==> src/rtl/csdec_pkg.sv <==
package csdec_pkg;
   localparam int unsigned BYTE_W = 8;
   localparam int unsigned HALF_W = 2 * BYTE_W;
   localparam int unsigned LANES  = HALF_W / BYTE_W;

   typedef enum logic [1:0] {
      ST_IDLE = 2'd0,
      ST_PH1  = 2'd1,
      ST_PH2  = 2'd2,
      ST_DONE = 2'd3
   } seq_st_e;
endpackage

==> src/rtl/csdec_cfg.sv <==
module csdec_cfg #(
   parameter int unsigned NUM_REGIONS = 7,
   parameter int unsigned SEL_W = 3,
   parameter logic [NUM_REGIONS-1:0] RST_NARROW = '0,
   parameter logic [NUM_REGIONS-1:0] RST_IO = '0
) (
   input  logic                   clk,
   input  logic                   rst_n,
   input  logic                   cfg_we,
   input  logic [SEL_W-1:0]       cfg_sel,
   input  logic                   cfg_narrow,
   input  logic                   cfg_io,
   output logic [NUM_REGIONS-1:0] narrow_o,
   output logic [NUM_REGIONS-1:0] io_o
);
   // One configuration slot per region; selectors at or above NUM_REGIONS match no slot.
   for (genvar g = 0; g < NUM_REGIONS; g++) begin : g_slot
      logic hit;
      assign hit = cfg_we && (cfg_sel == SEL_W'(g));
      always_ff @(posedge clk or negedge rst_n) begin
         if (!rst_n) begin
            narrow_o[g] <= RST_NARROW[g];
            io_o[g]     <= RST_IO[g];
         end else if (hit) begin
            narrow_o[g] <= cfg_narrow;
            io_o[g]     <= cfg_io;
         end
      end
   end
endmodule

==> src/rtl/csdec_region_dec.sv <==
module csdec_region_dec #(
   parameter int unsigned NUM_REGIONS = 7,
   parameter int unsigned SEL_W = 3
) (
   input  logic [SEL_W-1:0]       region_bits,
   output logic [NUM_REGIONS-1:0] onehot,
   output logic                   hit
);
   for (genvar g = 0; g < NUM_REGIONS; g++) begin : g_cmp
      assign onehot[g] = (region_bits == SEL_W'(g));
   end
   assign hit = |onehot;
endmodule

==> src/rtl/csdec_seq.sv <==
module csdec_seq
   import csdec_pkg::*;
#(
   parameter int unsigned ADDR_W = 24,
   parameter int unsigned NUM_REGIONS = 7
) (
   input  logic                   clk,
   input  logic                   rst_n,
   input  logic                   req,
   input  logic                   we,
   input  logic [ADDR_W-1:1]      hw_addr,
   input  logic [LANES-1:0]       be,
   input  logic [HALF_W-1:0]      wdata,
   input  logic                   hit,
   input  logic [NUM_REGIONS-1:0] onehot,
   input  logic [NUM_REGIONS-1:0] narrow_vec,
   input  logic [NUM_REGIONS-1:0] io_vec,
   output logic                   ready,
   output logic [HALF_W-1:0]      rdata,
   output logic [ADDR_W-1:0]      ext_addr,
   output logic [HALF_W-1:0]      ext_wdata,
   input  logic [HALF_W-1:0]      ext_rdata,
   output logic [LANES-1:0]       ext_be_n,
   output logic [NUM_REGIONS-1:0] ext_cs_n,
   output logic                   ext_rd_n,
   output logic                   ext_wr_n,
   output logic                   ext_io
);
   seq_st_e st_q, st_d;
   logic                   we_q, narrow_q, io_q;
   logic [ADDR_W-1:1]      addr_q;
   logic [LANES-1:0]       be_q;
   logic [HALF_W-1:0]      wdata_q, rdata_q;
   logic [NUM_REGIONS-1:0] cs_q;
   logic accept, noop, act, hi_lane, split;

   assign accept  = (st_q == ST_IDLE) && req;
   assign noop    = !hit || (be == '0);
   assign act     = (st_q == ST_PH1) || (st_q == ST_PH2);
   assign split   = narrow_q && (be_q == 2'b11);
   assign hi_lane = (st_q == ST_PH2) || (be_q == 2'b10);

   always_comb begin
      st_d = st_q;
      unique case (st_q)
         ST_IDLE: if (req) st_d = noop ? ST_DONE : ST_PH1;
         ST_PH1:  st_d = split ? ST_PH2 : ST_DONE;
         ST_PH2:  st_d = ST_DONE;
         ST_DONE: st_d = ST_IDLE;
         default: st_d = ST_IDLE;
      endcase
   end

   always_ff @(posedge clk or negedge rst_n) begin
      if (!rst_n) begin
         st_q     <= ST_IDLE;
         we_q     <= 1'b0;
         narrow_q <= 1'b0;
         io_q     <= 1'b0;
         addr_q   <= '0;
         be_q     <= '0;
         wdata_q  <= '0;
         cs_q     <= '0;
         rdata_q  <= '0;
      end else begin
         st_q <= st_d;
         if (accept) begin
            we_q     <= we;
            addr_q   <= hw_addr;
            be_q     <= be;
            wdata_q  <= wdata;
            cs_q     <= noop ? '0 : onehot;
            narrow_q <= |(onehot & narrow_vec);
            io_q     <= |(onehot & io_vec);
            rdata_q  <= '0;
         end else if (act && !we_q) begin
            if (!narrow_q)    rdata_q <= ext_rdata;
            else if (hi_lane) rdata_q[HALF_W-1:BYTE_W] <= ext_rdata[BYTE_W-1:0];
            else              rdata_q[BYTE_W-1:0] <= ext_rdata[BYTE_W-1:0];
         end
      end
   end

   always_comb begin
      if (narrow_q) begin
         ext_addr  = {addr_q, hi_lane};
         ext_wdata = {{BYTE_W{1'b0}}, hi_lane ? wdata_q[HALF_W-1:BYTE_W] : wdata_q[BYTE_W-1:0]};
         ext_be_n  = 2'b10;
      end else begin
         ext_addr  = {addr_q, 1'b0};
         ext_wdata = wdata_q;
         ext_be_n  = ~be_q;
      end
   end

   assign ext_cs_n = act ? ~cs_q : '1;
   assign ext_rd_n = !(act && !we_q);
   assign ext_wr_n = !(act && we_q);
   assign ext_io   = act && io_q;
   assign ready    = (st_q == ST_DONE);
   assign rdata    = rdata_q;

   assert_one_cs_R1: assert property (@(posedge clk) disable iff (!rst_n)
      $onehot0(~ext_cs_n));
   assert_ready_released_R1: assert property (@(posedge clk) disable iff (!rst_n)
      ready |-> (&ext_cs_n));
   assert_strobe_excl_R8: assert property (@(posedge clk) disable iff (!rst_n)
      (ext_cs_n != '1) |-> (ext_rd_n != ext_wr_n));
   assert_strobe_quiet_R8: assert property (@(posedge clk) disable iff (!rst_n)
      (ext_cs_n == '1) |-> (ext_rd_n && ext_wr_n && !ext_io));
   assert_ready_pulse_R8: assert property (@(posedge clk) disable iff (!rst_n)
      ready |=> !ready);
   assert_split_step_R6: assert property (@(posedge clk) disable iff (!rst_n)
      (st_q == ST_PH2) |-> ((ext_addr == $past(ext_addr) + 1'b1) && $stable(ext_cs_n)));
endmodule

==> src/rtl/csdec_top.sv <==
module csdec_top
   import csdec_pkg::*;
#(
   parameter int unsigned ADDR_W = 24,
   parameter int unsigned NUM_REGIONS = 7,
   localparam int unsigned SEL_W = $clog2(NUM_REGIONS)
) (
   input  logic                   clk,
   input  logic                   rst_n,
   input  logic                   cfg_we,
   input  logic [SEL_W-1:0]       cfg_sel,
   input  logic                   cfg_narrow,
   input  logic                   cfg_io,
   input  logic                   cpu_req,
   input  logic                   cpu_we,
   input  logic [ADDR_W-1:1]      cpu_hw_addr,
   input  logic [1:0]             cpu_be,
   input  logic [15:0]            cpu_wdata,
   output logic                   cpu_ready,
   output logic [15:0]            cpu_rdata,
   output logic [ADDR_W-1:0]      ext_addr,
   output logic [15:0]            ext_wdata,
   input  logic [15:0]            ext_rdata,
   output logic [1:0]             ext_be_n,
   output logic [NUM_REGIONS-1:0] ext_cs_n,
   output logic                   ext_rd_n,
   output logic                   ext_wr_n,
   output logic                   ext_io
);
   if (NUM_REGIONS < 2) begin : g_chk_regions
      $error("csdec_top: NUM_REGIONS must be at least 2");
   end
   if (ADDR_W < SEL_W + 2) begin : g_chk_addr
      $error("csdec_top: ADDR_W too small for region field");
   end
   if (HALF_W != 16) begin : g_chk_data
      $error("csdec_top: data path must be 16 bits");
   end

   logic [NUM_REGIONS-1:0] narrow_vec, io_vec, onehot;
   logic                   hit;

   csdec_cfg #(.NUM_REGIONS(NUM_REGIONS), .SEL_W(SEL_W)) cfg_i (
      .clk(clk), .rst_n(rst_n), .cfg_we(cfg_we), .cfg_sel(cfg_sel),
      .cfg_narrow(cfg_narrow), .cfg_io(cfg_io),
      .narrow_o(narrow_vec), .io_o(io_vec)
   );

   csdec_region_dec #(.NUM_REGIONS(NUM_REGIONS), .SEL_W(SEL_W)) dec_i (
      .region_bits(cpu_hw_addr[ADDR_W-1 -: SEL_W]), .onehot(onehot), .hit(hit)
   );

   csdec_seq #(.ADDR_W(ADDR_W), .NUM_REGIONS(NUM_REGIONS)) seq_i (
      .clk(clk), .rst_n(rst_n), .req(cpu_req), .we(cpu_we),
      .hw_addr(cpu_hw_addr), .be(cpu_be), .wdata(cpu_wdata),
      .hit(hit), .onehot(onehot), .narrow_vec(narrow_vec), .io_vec(io_vec),
      .ready(cpu_ready), .rdata(cpu_rdata),
      .ext_addr(ext_addr), .ext_wdata(ext_wdata), .ext_rdata(ext_rdata),
      .ext_be_n(ext_be_n), .ext_cs_n(ext_cs_n),
      .ext_rd_n(ext_rd_n), .ext_wr_n(ext_wr_n), .ext_io(ext_io)
   );
endmodule

==> config.mk <==
export PLATFORM = sky130hd
export DESIGN_NAME = csdec_top
export DESIGN_NICKNAME = d
export VERILOG_FILES = /design/src/rtl/csdec_pkg.sv /design/src/rtl/csdec_cfg.sv /design/src/rtl/csdec_region_dec.sv /design/src/rtl/csdec_seq.sv /design/src/rtl/csdec_top.sv
export SDC_FILE = /design/constraint.sdc
export NUM_CORES = 1
export LEC_CHECK = 0
export BUFFER_PORTS_ARGS = -buffer_cell sky130_fd_sc_hd__buf_4
export CORE_MARGIN = 5
export CORE_UTILIZATION = 38
export CTS_BUF_LIST = sky130_fd_sc_hd__clkbuf_2
export CTS_CLUSTER_DIAMETER = 50
export DETAILED_ROUTE_END_ITERATION = 6
export HOLD_SLACK_MARGIN = 0.12
export MAX_ROUTING_LAYER = met4
export PLACE_DENSITY = 0.74
export SETUP_SLACK_MARGIN = 0.2
export SLEW_MARGIN = 15
export SYNTH_ARGS = -nofsm -noshare
export SYNTH_HDL_FRONTEND = slang
export SYNTH_SLANG_ARGS = --single-unit
==> constraint.sdc <==
create_clock -name clk -period 1.9 [get_ports clk]
set_input_delay 0.095 -clock clk [delete_from_list [all_inputs] [get_ports clk]]
set_output_delay 0.095 -clock clk [all_outputs]
set_load 0.01 [all_outputs]
======== After elaboration in Yosys (flattened, before gate mapping) ========
Index checks and enable logic that the tools add are counted.
Widths: inputs -> output; s select.
word-level totals
  flip-flop bits (word level) ............. 83
  latch bits .............................. 0
  memory bits (writable) .................. 0
  memory bits (read-only) ................. 0
  bits of input ports ..................... 67
  output and inout port bits .............. 69
  word-level logic and storage cells ...... 92
  memories ................................ 0
operators by class
  $add $sub $neg .......................... 0
  multiply operators ...................... 0
  div/mod/pow operators ................... 0
  $lt $le $gt $ge ......................... 0
  equality and inequality tests ........... 20
  shift operators ......................... 0
  mux-type cells .......................... 15
  bitwise gates (word level) .............. 4
  reductions and logical operators ........ 29
operators by type and width
  cell                number
  $mux 16             4
  $mux 8              3
  $reduce_or 7->1     3
  $eq 3x3->1 const B  6
  $and 7x7->7         2
  $mux 7              2
  $eq 3x2->1 const B  4
  $logic_and 1x1->1   12
  $eq 2x2->1 const B  4
  $pmux 2 s4          1
  $not 7->7           1
  $eq 3x1->1 const B  2
  $logic_not 3->1     2
  $mux 2              3
  $ne 3x3->1 const B  2
  $logic_not 1->1     4
  $logic_not 2->1     2
  $reduce_and 2->1    2
  $logic_or 1x1->1    3
  $eq 2x1->1 const B  1
  $mux 1              2
  $ne 2x2->1 const B  1
  $not 2->2           1
  $reduce_bool 2->1   1

======== Longest topological paths before layout ========
Gate-level depths: netlist (run 1).
  depth in word-level cells ............... 7
  gate-level depth with buffers ........... 8

======== By module ========
A second synthesis (run 1) with hierarchy kept.
second synthesis, totals
  cell total of the unflattened synthesis .. 297
  area, all modules ....................... 3886.2 sq um
modules (own cells, without submodules)
  module            instances  cells each  area an instance (sq um)  seq. area each (sq um)
  csdec_seq         1          254         3236.9                    1726.7
  csdec_cfg         1          35          586.8                     350.3
  csdec_region_dec  1          8           62.6                      0.0

======== Worst setup path before layout (run 1) ========
OpenSTA, ideal clock, no wires.
  kind .................................... reg-to-reg
  start ................................... reg seq_i.st_q[1]
  end ..................................... reg seq_i.rdata_q[10] (netlist: seq_i.rdata[10])
  library setup time ...................... 0.135 ns
  arrival time ............................ 1.465 ns
  required time ........................... 1.765 ns
  path slack .............................. 0.300 ns
  stages on the path, launching flop included .. 7
  buffers on the path ..................... 1
  period minus slack after synthesis ...... 1.600 ns
  path through ............................ dfrtp_1 inv_1 ha_1 a21bo_2 o32ai_4 buf_6 o31ai_1
on the way
  word-level cells in the longest chain between the ends .. 5
  elaborated cells on any way between the ends .. 11
  classes of those cells .................. 3 x eq/ne; 1 x mux; 7 x reduce/logical
RTL lines
  item                                      line                              RTL
  from (decl)                               csdec_seq.sv:29                   seq_st_e st_q, st_d;
  from (signal assigned)                    csdec_seq.sv:66                   st_q <= st_d;
  $eq 2x1->1 or $eq 2x2->1 (tied branches)  csdec_seq.sv:39, csdec_seq.sv:41
  $logic_or 1x1->1                          csdec_seq.sv:39                   assign act = (st_q == ST_PH1) || (st_q == ST_PH2);
  $logic_and 1x1->1                         csdec_seq.sv:76                   end else if (act && !we_q) begin
  $reduce_bool 2->1 (no source line)        n/a
  $reduce_and 2->1 (no source line)         n/a
  to (signal assigned)                      csdec_seq.sv:77                   if (!narrow_q) rdata_q <= ext_rdata;
  to (signal, indexed assignment)           csdec_seq.sv:78                   else if (hi_lane) rdata_q[HALF_W-1:BYTE_W] <= ext_rdata[BYTE_W-1:0];
  to (signal, indexed assignment)           csdec_seq.sv:79                   else rdata_q[BYTE_W-1:0] <= ext_rdata[BYTE_W-1:0];
  to (decl)                                 csdec_seq.sv:33                   logic [HALF_W-1:0] wdata_q, rdata_q;
Several ways; a longest one is shown, not always the timed one.
A chain may end at the register's enable or synchronous reset.

======== Worst setup path after layout (run 1) ========
  start ................................... reg seq_i.be_q[0]
  end ..................................... out ext_wdata[4]
on the way
  word-level cells in the longest chain between the ends .. 4
RTL lines
  item                    line             RTL
  from (decl)             csdec_seq.sv:32  logic [LANES-1:0] be_q;
  from (signal assigned)  csdec_seq.sv:61  be_q <= '0;
  from (signal assigned)  csdec_seq.sv:70  be_q <= be;
  $eq 2x2->1              csdec_seq.sv:41  assign hi_lane = (st_q == ST_PH2) || (be_q == 2'b10);
  $logic_or 1x1->1        csdec_seq.sv:41
  $mux 8                  csdec_seq.sv:87  ext_wdata = {{BYTE_W{1'b0}}, hi_lane ? wdata_q[HALF_W-1:BYTE_W] : wdata_q[BYTE_W-1:0]};
  $mux 16                 csdec_seq.sv:85  if (narrow_q) begin
  to (decl)               csdec_top.sv:22  output logic [15:0] ext_wdata,
No other way between the ends.

==> results.py, run 1 <==
metrics = {
    "outcome": {
        "run_status": "finished with violations",
        "violations_in_the_final_reports": "negative setup slack",
    },
    "floorplan": {
        "die_width_um": 110,
        "design.die.area_um2": 12200,
        "core.rowCount": 36,
        "pin_count": 136,
        "core_region_area_um2": 9770,
        "start_util_pct": 39.1,
        "fp.dieH_um": 110,
    },
    "logic_synthesis": {
        "post_synthesis_area_per_instance_um2": 9.80,
        "synth_fp_nets": 462,
        "postSynthRegisterBits": 83,
        "synthTopCellsByArea": "sky130_fd_sc_hd__dfrtp_1 (54%), sky130_fd_sc_hd__nand2_1 (15%), sky130_fd_sc_hd__mux2_2 (7.1%), sky130_fd_sc_hd__mux2i_1 (5.2%), sky130_fd_sc_hd__o31ai_1 (2.0%)",
        "synthDistinctLibCells": 34,
        "synth_top_area_share_pct": 54.3,
        "mappedNetlistArea_um2": 3820,
        "yosys.area.top_type": "sky130_fd_sc_hd__dfrtp_1",
        "synth_seq_area_share_pct": 54.3,
        "yosysWarnings": 0,
        "netlist_instances": 390,
    },
    "route": {
        "post_drt_wl_per_cell_um": 15.4,
        "route.detailed.drc": 0,
        "antenna_left": 0,
        "drt_wl_total_mm": 11.7,
        "routed-via-count": 3581,
        "drt-pass1-iter-count": 4,
        "drt-vias-per-instance": 4.72,
        "drt_first_iter_violations": 196,
    },
    "job": {
        "max_cap_violations": 0,
    },
    "power": {
        "power.clock.fraction_pct": 11.1,
        "switching_power_w": 0.00350,
        "seq_power_share_pct": 32.1,
        "p_leak_nw": 3.19,
        "netSwitchingFraction_pct": 37.6,
        "totalPowerFinal_w": 0.00930,
        "ratio_of_total_power_to_cell_area_nw_per_um2": 1490,
        "share_comb_of_total_power_pct": 56.8,
        "ir_worst_vdd_mv": 0.692,
        "p_int_w": 0.00580,
    },
    "min_path": {
        "worstHoldStart": "cpu_wdata[9]",
        "worst_hold_path.num_cells": 4,
        "holdCritPathClass": "in2reg",
        "hold_path_end": "seq_i.wdata_q[9]$_DFFE_PN0P_",
    },
    "place": {
        "globalplace.congestion": 0.819,
        "placed_cells": 650,
        "number_of_port_buffers": 135,
        "detailed_place_hpwl_mm": 7.33,
    },
    "setup_path": {
        "end_kind": "output port",
        "type_of_the_worst_setup_path": "reg2out",
        "path_cells": "and2b_2, o21ai_4, buf_6, mux2_4, buf_6",
        "timing.critical_path.fanout_max": 5,
        "critical_path_depth": 5,
        "cpPeakStageDelay_ns": 0.40,
        "rr_endpoint": "seq_i.rdata[5]$_DFFE_PN0P_",
        "ff2ff_path_depth": 8,
        "data_arrival_time_of_the_critical_path_ns": 1.91,
        "critical_path_startpoint_category": "flip-flop",
        "critical-path-top-delay-family": "flip-flops",
        "worst-path-buf-inv": 2,
        "ff2ff_setup_slack_ns": 0.04,
        "path_common_cell": "sky130_fd_sc_hd__buf_6",
        "crit_required_ns": 1.80,
        "crit_path_top_delay_cell": "sky130_fd_sc_hd__dfrtp_1",
        "regToRegStartpoint": "seq_i.st_q[1]$_DFFE_PN0P_",
    },
    "finish": {
        "final_common_cell": "sky130_fd_sc_hd__nand2_1",
        "final-instance-count-excl-fill": 759,
        "finish.net_count": 692,
        "synthesis_to_layout_area_growth_pct": 63.2,
        "most_used_cells_in_the_layout_excluding_fill_and_tap_cells": "sky130_fd_sc_hd__nand2_1 (148), sky130_fd_sc_hd__buf_4 (143), sky130_fd_sc_hd__dfrtp_1 (82), sky130_fd_sc_hd__dlygate4sd3_1 (72)",
        "layout-drive-gt1-share_pct": 37.3,
        "fillCellCount": 765,
    },
    "clocking": {
        "htree_levels": 3,
        "cts_tree": "yes",
        "max-clock-path-buffers": 2,
        "cts_clock_pin_slew_for_the_worst_setup_and_hold_paths_ns": 0.21,
        "numCtsBuffers": 9,
        "clock_sinks": 83,
        "clock_latency_ns": 0.49,
        "cts-root-buf": "sky130_fd_sc_hd__clkbuf_2",
    },
    "global_route": {
        "number_of_antenna_violations_at_the_first_check_in_global_routing": 0,
        "largest_net_degree_at_the_start_of_global_routing": 38,
        "grt_first_pass_wirelength_mm": 18.1,
        "global_route.usage.total_pct": 19.8,
        "number_of_global_route_vias_before_repair": 3795,
        "grt_overflow": 0,
    },
    "sta": {
        "finalSetupViolations": 8,
        "final_max_tran_viols": 0,
        "relative_slew_slack_pct": 72.6,
        "post_route_clock_period_utilization_pct": 106,
        "post-route-worst-setup-slack_ns": -0.108,
        "timing_worst_slew_pin_value_ns": 0.401,
        "min_period_ns": 2.01,
        "timing_hold_violations_final": 0,
        "fmax_ghz": 0.498,
        "worst_clock_skew_ns": 0.0186,
        "unrepaired_setup_endpoints_after_global_routing": "yes",
    },
}
==> cell families (layout without fill, tap and decap cells) <==
family	count (synthesis)	count (layout)	share of synthesized area (%)
flip-flops	83	83	54.3
adder cells (fa/ha/maj)	5	5	1.64
other	0	1	0
AO/OA/AOI/OAI	30	30	6.55
multiplexers	44	44	12.3
AND/OR/NAND/NOR	196	196	21.6
buffers and inverters	32	267	3.60
==> repair_timing <==
action                                  4_1_cts  5_1_grt
hold endpoints to repair                    166        0
buffers inserted                             12        4
endpoints found under the setup margin       50       41
resized for setup                            45       13
cloned                                        2        1
pin swaps                                     3        0
hold buffers                                 73        0
==> cells in the mapped netlist (all sizes together) <==
master,count
a21bo,1
o32ai,1
a211oi,1
a32o,2
a22o,2
nor3,5
a21oi,2
nand3b,1
nand2,155
clkbuf,12
mux2,24
and3,1
buf,7
mux2i,20
nor3b,3
o31ai,10
a2111oi,1
dfrtp,83
nand4b,4
nor2b,9
o22ai,1
inv,13
nor2,9
a31oi,2
o21bai,1
nand3,2
ha,5
and2,2
o21ai,6
nand2b,3
and2b,2
==> sequential cells by signal, indices dropped and copies added (netlist names) <==
| signal | count |
|---|---|
| seq_i.rdata | 16 |
| seq_i.addr_q | 23 |
| seq_i.narrow_q | 1 |
| seq_i.cs_q | 7 |
| cfg_i.io_o | 7 |
| seq_i.st_q | 2 |
| seq_i.wdata_q | 16 |
| cfg_i.narrow_o | 7 |
| seq_i.io_q | 1 |
| seq_i.we_q | 1 |
| seq_i.be_q | 2 |
==> power groups by stage <==
stage	sequential, W	combinational (W)	clock, W
final	0.00299	0.00528	0.00103
after global routing	0.00307	0.00572	0.00114
after CTS	0.00298	0.00505	0.00108
after detailed placement	0.00301	0.00412	0
after global placement	0.00298	0.00399	0
after floorplan	0.00309	0.00218	0
==> per-stage QoR <==
stage	utilization [%]	worst slack, ns	TNS, ns	area (µm²)	hold slack, ns
after floorplan	-	0.300	0	3820	-0.201
after global placement	51.3	0.240	0	5010	0.0368
after detailed placement	51.3	0.104	0	5010	0.0417
after CTS	63.0	-0.152	-1.24	6160	0.251
after global routing	63.8	-0.218	-2.03	6240	0.273
final	63.8	-0.108	-0.763	6240	0.320
==> routing by layer <==
layer	global-route usage, %	vias up	part of all wire, %
li1	-	1738	-
met1	22.5	1716	40
met2	35.7	113	54
met3	4.08	14	5.3
met4	5.10	0	1.1
met5	-	-	0
==> worst max-delay path by stage <==
stage | start | to | slack, ns
after floorplan | seq_i.st_q[1]$_DFFE_PN0P_ | seq_i.rdata[10]$_DFFE_PN0P_ | 0.30
after global placement | seq_i.st_q[0]$_DFFE_PN0P_ | seq_i.rdata[7]$_DFFE_PN0P_ | 0.24
after detailed placement | seq_i.st_q[0]$_DFFE_PN0P_ | seq_i.rdata[5]$_DFFE_PN0P_ | 0.10
after CTS | seq_i.be_q[0]$_DFFE_PN0P_ | ext_wdata[4] | -0.15
after global routing | seq_i.be_q[1]$_DFFE_PN0P_ | ext_wdata[4] | -0.22
final | seq_i.be_q[0]$_DFFE_PN0P_ | ext_wdata[4] | -0.11
==> layout make-up <==
| class | instances | area [µm²] | area share (%) |
|---|---|---|---|
| Timing Repair Buffer | 238 | 2090 | 33.5 |
| Antenna cell | 1 | 2.50 | 0.0401 |
| Tap cell | 133 | 166 | 2.67 |
| Multi-Input combinational cell | 275 | 1720 | 27.5 |
| Clock inverter | 4 | 75.1 | 1.20 |
| Clock buffer | 12 | 60.1 | 0.963 |
| Inverter | 13 | 51.3 | 0.822 |
| Sequential cell | 83 | 2080 | 33.3 |
==> worst min-delay path: stages <==
cell and delay [ns]:
sky130_fd_sc_hd__dlygate4sd3_1 0.52, sky130_fd_sc_hd__buf_4 0.10, sky130_fd_sc_hd__nand2_1 0.04, sky130_fd_sc_hd__nand2_1 0.04
Note: power is estimated with default switching activity, not from simulation.
==> inputs of run 2 (changes only) <==
==> constraint.sdc (replaced) <==
create_clock -name clk -period 1.9 [get_ports clk]
set_input_delay 0.19 -clock clk [delete_from_list [all_inputs] [get_ports clk]]
set_output_delay 0.19 -clock clk [all_outputs]
set_load 0.01 [all_outputs]
==> run 2 against run 1 <==
  * The flow still finishes with violations (negative setup slack)
  * Maximum frequency is 6.0% lower
  * Power up 1.3%
  * Non-clock buffer count decreased by 1
  * Sequential power about the same
  * Setup slack got worse by 0.13 ns
  * Highest routed layer unchanged
  * Via count is 1.2% higher
  * Wire length increased by 3.3%
==> results.py, run 2 (synthesis results as in run 1) <==
metrics = {
    "setup_path": {
        "data_arrival_time_of_the_critical_path_ns": 1.95,
        "crit_required_ns": 1.71,
        "ff2ff_setup_slack_ns": 0.08,
        "critical_path_startpoint_category": "flip-flop",
        "end_kind": "output port",
        "type_of_the_worst_setup_path": "reg2out",
        "crit_path_top_delay_cell": "sky130_fd_sc_hd__dfrtp_2",
        "regToRegStartpoint": "seq_i.st_q[1]$_DFFE_PN0P_",
        "cpPeakStageDelay_ns": 0.48,
        "rr_endpoint": "seq_i.rdata[3]$_DFFE_PN0P_",
        "ff2ff_path_depth": 7,
        "path_common_cell": "sky130_fd_sc_hd__buf_6",
        "timing.critical_path.fanout_max": 5,
        "path_cells": "ha_4, o21ai_4, buf_6, mux2_4, buf_6",
    },
    "global_route": {
        "grt_overflow": 0,
        "largest_net_degree_at_the_start_of_global_routing": 43,
        "number_of_global_route_vias_before_repair": 3740,
        "global_route.usage.total_pct": 20.0,
        "grt_first_pass_wirelength_mm": 18.2,
        "number_of_antenna_violations_at_the_first_check_in_global_routing": 0,
    },
    "power": {
        "totalPowerFinal_w": 0.00942,
        "power.clock.fraction_pct": 7.8,
        "switching_power_w": 0.00362,
        "p_leak_nw": 3.22,
        "ir_worst_vdd_mv": 0.699,
        "seq_power_share_pct": 31.9,
        "share_comb_of_total_power_pct": 60.3,
        "ratio_of_total_power_to_cell_area_nw_per_um2": 1490,
        "p_int_w": 0.00580,
        "netSwitchingFraction_pct": 38.5,
    },
    "finish": {
        "finish.net_count": 691,
        "final_util_pct": 64.5,
        "fillCellCount": 735,
        "largest_register": "seq_i.addr_q",
        "largest_reg_flops": 23,
        "final_common_cell": "sky130_fd_sc_hd__nand2_1",
        "most_used_cells_in_the_layout_excluding_fill_and_tap_cells": "sky130_fd_sc_hd__nand2_1 (147), sky130_fd_sc_hd__buf_4 (128), sky130_fd_sc_hd__dfrtp_1 (81), sky130_fd_sc_hd__dlygate4sd3_1 (69), sky130_fd_sc_hd__buf_6 (33)",
        "final-instance-count-excl-fill": 757,
        "antenna-diode-count": 0,
        "layout-drive-gt1-share_pct": 37.7,
        "synthesis_to_layout_area_growth_pct": 65.0,
    },
    "floorplan": {
        "die_width_um": 110,
        "start_util_pct": 39.1,
        "fp.dieH_um": 110,
        "design.die.area_um2": 12200,
        "pin_count": 136,
        "core.rowCount": 36,
        "core_region_area_um2": 9770,
    },
    "place": {
        "globalplace.congestion": 0.784,
        "dp_worst_setup_slack_ns": 0.0914,
        "placed_cells": 650,
        "number_of_port_buffers": 135,
        "detailed_place_hpwl_mm": 7.46,
    },
    "route": {
        "drt_wl_total_mm": 12.1,
        "routed-via-count": 3623,
        "drt_first_iter_violations": 172,
        "post_drt_wl_per_cell_um": 15.9,
        "antenna_left": 0,
        "drt-pass1-iter-count": 4,
        "route.detailed.drc": 0,
        "drt-vias-per-instance": 4.79,
    },
    "outcome": {
        "violations_in_the_final_reports": "negative setup slack",
        "run_status": "finished with violations",
    },
    "min_path": {
        "holdCritPathClass": "in2async",
    },
    "sta": {
        "worst_clock_skew_ns": 0.0348,
        "relative_slew_slack_pct": 62.6,
        "unrepaired_setup_endpoints_after_global_routing": "yes",
        "min_period_ns": 2.14,
        "fmax_ghz": 0.468,
        "post-route-worst-setup-slack_ns": -0.235,
        "timing_hold_violations_final": 0,
        "finalSetupViolations": 16,
        "post_route_clock_period_utilization_pct": 112,
        "final_max_tran_viols": 0,
        "timing_worst_slew_pin_value_ns": 0.561,
    },
    "clocking": {
        "clock_latency_ns": 0.52,
        "cts_tree": "yes",
        "clock_sinks": 83,
        "cts-root-buf": "sky130_fd_sc_hd__clkbuf_2",
        "max-clock-path-buffers": 2,
        "cts_clock_pin_slew_for_the_worst_setup_and_hold_paths_ns": 0.23,
        "htree_levels": 3,
        "numCtsBuffers": 9,
    },
    "job": {
        "max_cap_violations": 0,
    },
}
==> run 2: per-stage QoR <==
step | setup TNS, ns | hold slack (ns) | cell area (µm²)
after floorplan | 0 | -0.106 | 3820
after global placement | 0 | 0.201 | 5010
after detailed placement | 0 | 0.217 | 5010
after CTS | -3.02 | 0.143 | 6040
after global routing | -4.08 | 0.169 | 6310
final | -1.99 | 0.176 | 6310
==> run 2: repair_timing <==
item,in CTS,in global routing
gates cloned,1,2
pin swaps,2,2
hold buffers,69,0
setup buffers,11,8
gates resized for setup,45,37
hold endpoints to repair,163,0
endpoints found under the setup margin,39,82
==> run 2: cell type report <==
| class | count | area, µm² | area share, % |
|---|---|---|---|
| inverter | 13 | 48.8 | 0.774 |
| clock buffer | 11 | 55.1 | 0.873 |
| timing repair buffer | 237 | 2160 | 34.3 |
| tap | 133 | 166 | 2.64 |
| sequential | 83 | 2080 | 33.0 |
| multi-input combinational | 275 | 1770 | 28.1 |
| clock inverter | 5 | 20.0 | 0.317 |
==> run 2: metal layers <==
| layer | routed length, µm | global-route usage [%] |
|---|---|---|
| met2 | 6520 | 36.3 |
| met4 | 214 | 6.77 |
| met3 | 624 | 3.09 |
| met5 | 0 | - |
| met1 | 4710 | 22.4 |
==> run 2: worst max-delay path by stage <==
| stage | start | slack, ns | end |
|---|---|---|---|
| floorplan | seq_i.st_q[0]$_DFFE_PN0P_ | 0.28 | ext_wdata[0] |
| global placement | seq_i.st_q[0]$_DFFE_PN0P_ | 0.18 | ext_wdata[2] |
| detailed placement | seq_i.st_q[1]$_DFFE_PN0P_ | 0.09 | seq_i.rdata[3]$_DFFE_PN0P_ |
| CTS | seq_i.be_q[0]$_DFFE_PN0P_ | -0.27 | ext_wdata[6] |
| global route | seq_i.be_q[1]$_DFFE_PN0P_ | -0.34 | ext_wdata[5] |
| finish | seq_i.st_q[1]$_DFFE_PN0P_ | -0.24 | ext_wdata[5] |
==> run 2: worst max-delay path, delay by kind of cell (launching register included) <==
kind | cells | cell delay (ns)
fa+ha+maj | 1 | 0.18
mux | 1 | 0.31
compound gates | 1 | 0.18
flops | 1 | 0.48
buf+inv | 2 | 0.29
==> run 2: power groups by stage <==
stage	clock network, W	registers [W]	logic, W
5_1_grt	0.000847	0.00309	0.00611
4_1_cts	0.000767	0.00297	0.00502
6_report	0.000737	0.00301	0.00568
2_1_floorplan	0	0.00309	0.00218
3_3_place_gp	0	0.00300	0.00397
3_5_place_dp	0	0.00303	0.00411
==> inputs of run 3 (changes only) <==
CORE_UTILIZATION = 51   (was 38)
PLACE_DENSITY = 0.92   (was 0.74)
==> run 3 against run 2 <==
  * The run still ends with negative setup slack left
  * Final area is 2.1% higher
  * Global-route usage up 9.0 points
  * Critical endpoint is now ext_wdata[0]
  * Sequential power rose by 4%
  * Sequential share of layout area is 0.69 points lower
  * Clock power increased by 6.9%
  * Register-to-register slack worse by 0.25 ns
  * Core utilization up 24 points
  * Clock skew decreased by 0.0072 ns
  * Largest cell class unchanged
  * Critical path type unchanged
  * Worst hold slack better by 0.016 ns
==> results.py, run 3 (synthesis results as in run 1) <==
metrics = {
    "floorplan": {
        "fp.dieH_um": 96.6,
        "die_width_um": 96.6,
        "pin_count": 136,
        "core.rowCount": 31,
        "design.die.area_um2": 9330,
        "core_region_area_um2": 7290,
        "start_util_pct": 52.4,
    },
    "sta": {
        "fmax_ghz": 0.438,
        "finalSetupViolations": 35,
        "final_max_tran_viols": 0,
        "timing_hold_violations_final": 0,
        "worst_clock_skew_ns": 0.0276,
        "min_period_ns": 2.28,
        "relative_slew_slack_pct": 73.5,
        "unrepaired_setup_endpoints_after_global_routing": "yes",
        "timing_worst_slew_pin_value_ns": 0.396,
        "hold_ws_ns": 0.193,
        "post_route_clock_period_utilization_pct": 120,
        "post-route-worst-setup-slack_ns": -0.382,
    },
    "power": {
        "p_leak_nw": 3.30,
        "ratio_of_total_power_to_cell_area_nw_per_um2": 1600,
        "totalPowerFinal_w": 0.0103,
        "ir_worst_vdd_mv": 0.780,
    },
    "finish": {
        "register_area_um2": 2080,
        "largest_register": "seq_i.addr_q",
        "most_used_cells_in_the_layout_excluding_fill_and_tap_cells": "sky130_fd_sc_hd__nand2_1 (145), sky130_fd_sc_hd__buf_4 (119), sky130_fd_sc_hd__dfrtp_1 (82), sky130_fd_sc_hd__dlygate4sd3_1 (71), sky130_fd_sc_hd__buf_6 (41)",
        "post-route-cell-area_um2": 6440,
        "final-instance-count-excl-fill": 726,
        "multi_input_area_um2": 1860,
        "fillCellCount": 314,
        "layout-drive-gt1-share_pct": 39.2,
        "finish.net_count": 694,
        "antenna-diode-count": 0,
        "synthesis_to_layout_area_growth_pct": 68.4,
        "final_common_cell": "sky130_fd_sc_hd__nand2_1",
        "largest_reg_flops": 23,
    },
    "place": {
        "placement.cell_area_um2": 4960,
        "placed_cells": 615,
        "globalplace.congestion": 0.856,
        "number_of_port_buffers": 135,
        "dp_worst_setup_slack_ns": 0.118,
        "detailed_place_hpwl_mm": 7.31,
    },
    "global_route": {
        "grt_overflow": 0,
        "globalRoute.busiestLayer": "met2",
        "number_of_global_route_vias_before_repair": 4023,
        "largest_net_degree_at_the_start_of_global_routing": 47,
        "global_route.usage.total_pct": 29.0,
        "grt_first_pass_wirelength_mm": 19.8,
        "global_route.usage.met3_pct": 6.82,
        "grtUsageMet2_pct": 50.3,
        "use_met1_pct": 31.0,
        "number_of_antenna_violations_at_the_first_check_in_global_routing": 0,
    },
    "clocking": {
        "clock_latency_ns": 0.52,
        "max-clock-path-buffers": 2,
        "numCtsBuffers": 9,
        "clock_sinks": 83,
        "cts-root-buf": "sky130_fd_sc_hd__clkbuf_2",
        "htree_levels": 3,
        "cts_clock_pin_slew_for_the_worst_setup_and_hold_paths_ns": 0.25,
        "cts_tree": "yes",
    },
    "min_path": {
        "worstHoldStart": "cfg_we",
        "worst_hold_path.num_cells": 4,
        "holdCritPathClass": "in2reg",
        "hold_path_end": "cfg_i.narrow_o[4]$_DFFE_PN0P_",
    },
    "job": {
        "max_cap_violations": 0,
    },
    "setup_path": {
        "rr_endpoint": "seq_i.rdata[15]$_DFFE_PN0P_",
        "ff2ff_setup_slack_ns": -0.17,
        "type_of_the_worst_setup_path": "reg2out",
        "crit_required_ns": 1.71,
        "data_arrival_time_of_the_critical_path_ns": 2.09,
        "end_kind": "output port",
        "ff2ff_path_depth": 9,
        "timing.critical_path.fanout_max": 5,
        "regToRegStartpoint": "seq_i.st_q[1]$_DFFE_PN0P_",
        "critical_path_startpoint_category": "flip-flop",
    },
    "route": {
        "routed-via-count": 4129,
        "drt-pass1-iter-count": 7,
        "drt-vias-per-instance": 5.69,
        "post_drt_wl_per_cell_um": 21.5,
        "drt_first_iter_violations": 280,
        "antenna_left": 0,
        "drt_wl_total_mm": 15.6,
        "route.detailed.drc": 0,
    },
    "outcome": {
        "violations_in_the_final_reports": "negative setup slack",
        "run_status": "finished with violations",
    },
}
run 3: cell count changes in the layout (fill, tap and decap cells not counted), moves of 3 or more:
| cell | previous run | this run |
|---|---|---|
| sky130_fd_sc_hd__buf_6 | 33 | 41 |
| sky130_fd_sc_hd__nand2_2 | 7 | 3 |
| sky130_fd_sc_hd__nand2_4 | 1 | 7 |
| sky130_fd_sc_hd__buf_12 | 3 | 6 |
| sky130_fd_sc_hd__buf_4 | 128 | 119 |
run 3: repair_timing:
action | CTS | global route
pin swaps | 3 | 6
setup endpoints to repair | 40 | 84
resized for setup | 38 | 82
hold buffers | 72 | 0
hold endpoints to repair | 163 | 0
setup buffers | 12 | 7
cloned | 3 | 1
run 3: power by group:
part	internal (W)	switching (W)
clock	0.000164	0.000624
sequential	0.00252	0.000620
combinational	0.00326	0.00311
total	0.00594	0.00435
run 3: worst max-delay path: stages (launching register included):
cell,delay [ns]
sky130_fd_sc_hd__dfrtp_1,0.46
sky130_fd_sc_hd__and2b_2,0.28
sky130_fd_sc_hd__o21ai_4,0.20
sky130_fd_sc_hd__buf_6,0.18
sky130_fd_sc_hd__mux2_4,0.31
sky130_fd_sc_hd__buf_6,0.13
run 3: layout make-up:
type                       count  share of cell area, %
inverter                      13                  0.797
clock buffer                  10                  0.777
sequential                    83                   32.3
clock inverter                 6                  0.505
tap                           99                   1.92
timing repair buffer         240                   34.8
multi-input combinational    275                   28.9
run 3: layer usage:
layer	wire (µm)	part of all wire (%)
met3	1260	8.1
met4	1170	7.5
met5	0	0
met1	5150	33
met2	8010	51
run 3: worst max path at each step:
stage,start,end,slack [ns],cells past startpoint
2_1_floorplan,seq_i.st_q[0]$_DFFE_PN0P_,ext_wdata[0],0.28,4
3_3_place_gp,seq_i.st_q[0]$_DFFE_PN0P_,ext_wdata[5],0.19,6
3_5_place_dp,seq_i.st_q[0]$_DFFE_PN0P_,ext_wdata[4],0.12,6
4_1_cts,seq_i.be_q[0]$_DFFE_PN0P_,ext_wdata[4],-0.25,5
5_1_grt,seq_i.be_q[0]$_DFFE_PN0P_,ext_wdata[0],-0.46,5
6_report,seq_i.be_q[0]$_DFFE_PN0P_,ext_wdata[0],-0.38,5
run 3: per-stage QoR:
step	utilization, %	TNS [ns]
3_3_place_gp	68.1	0
5_1_grt	88.3	-7.50
6_report	88.3	-6.25
3_5_place_dp	68.1	0
2_1_floorplan	-	0
4_1_cts	82.7	-3.13
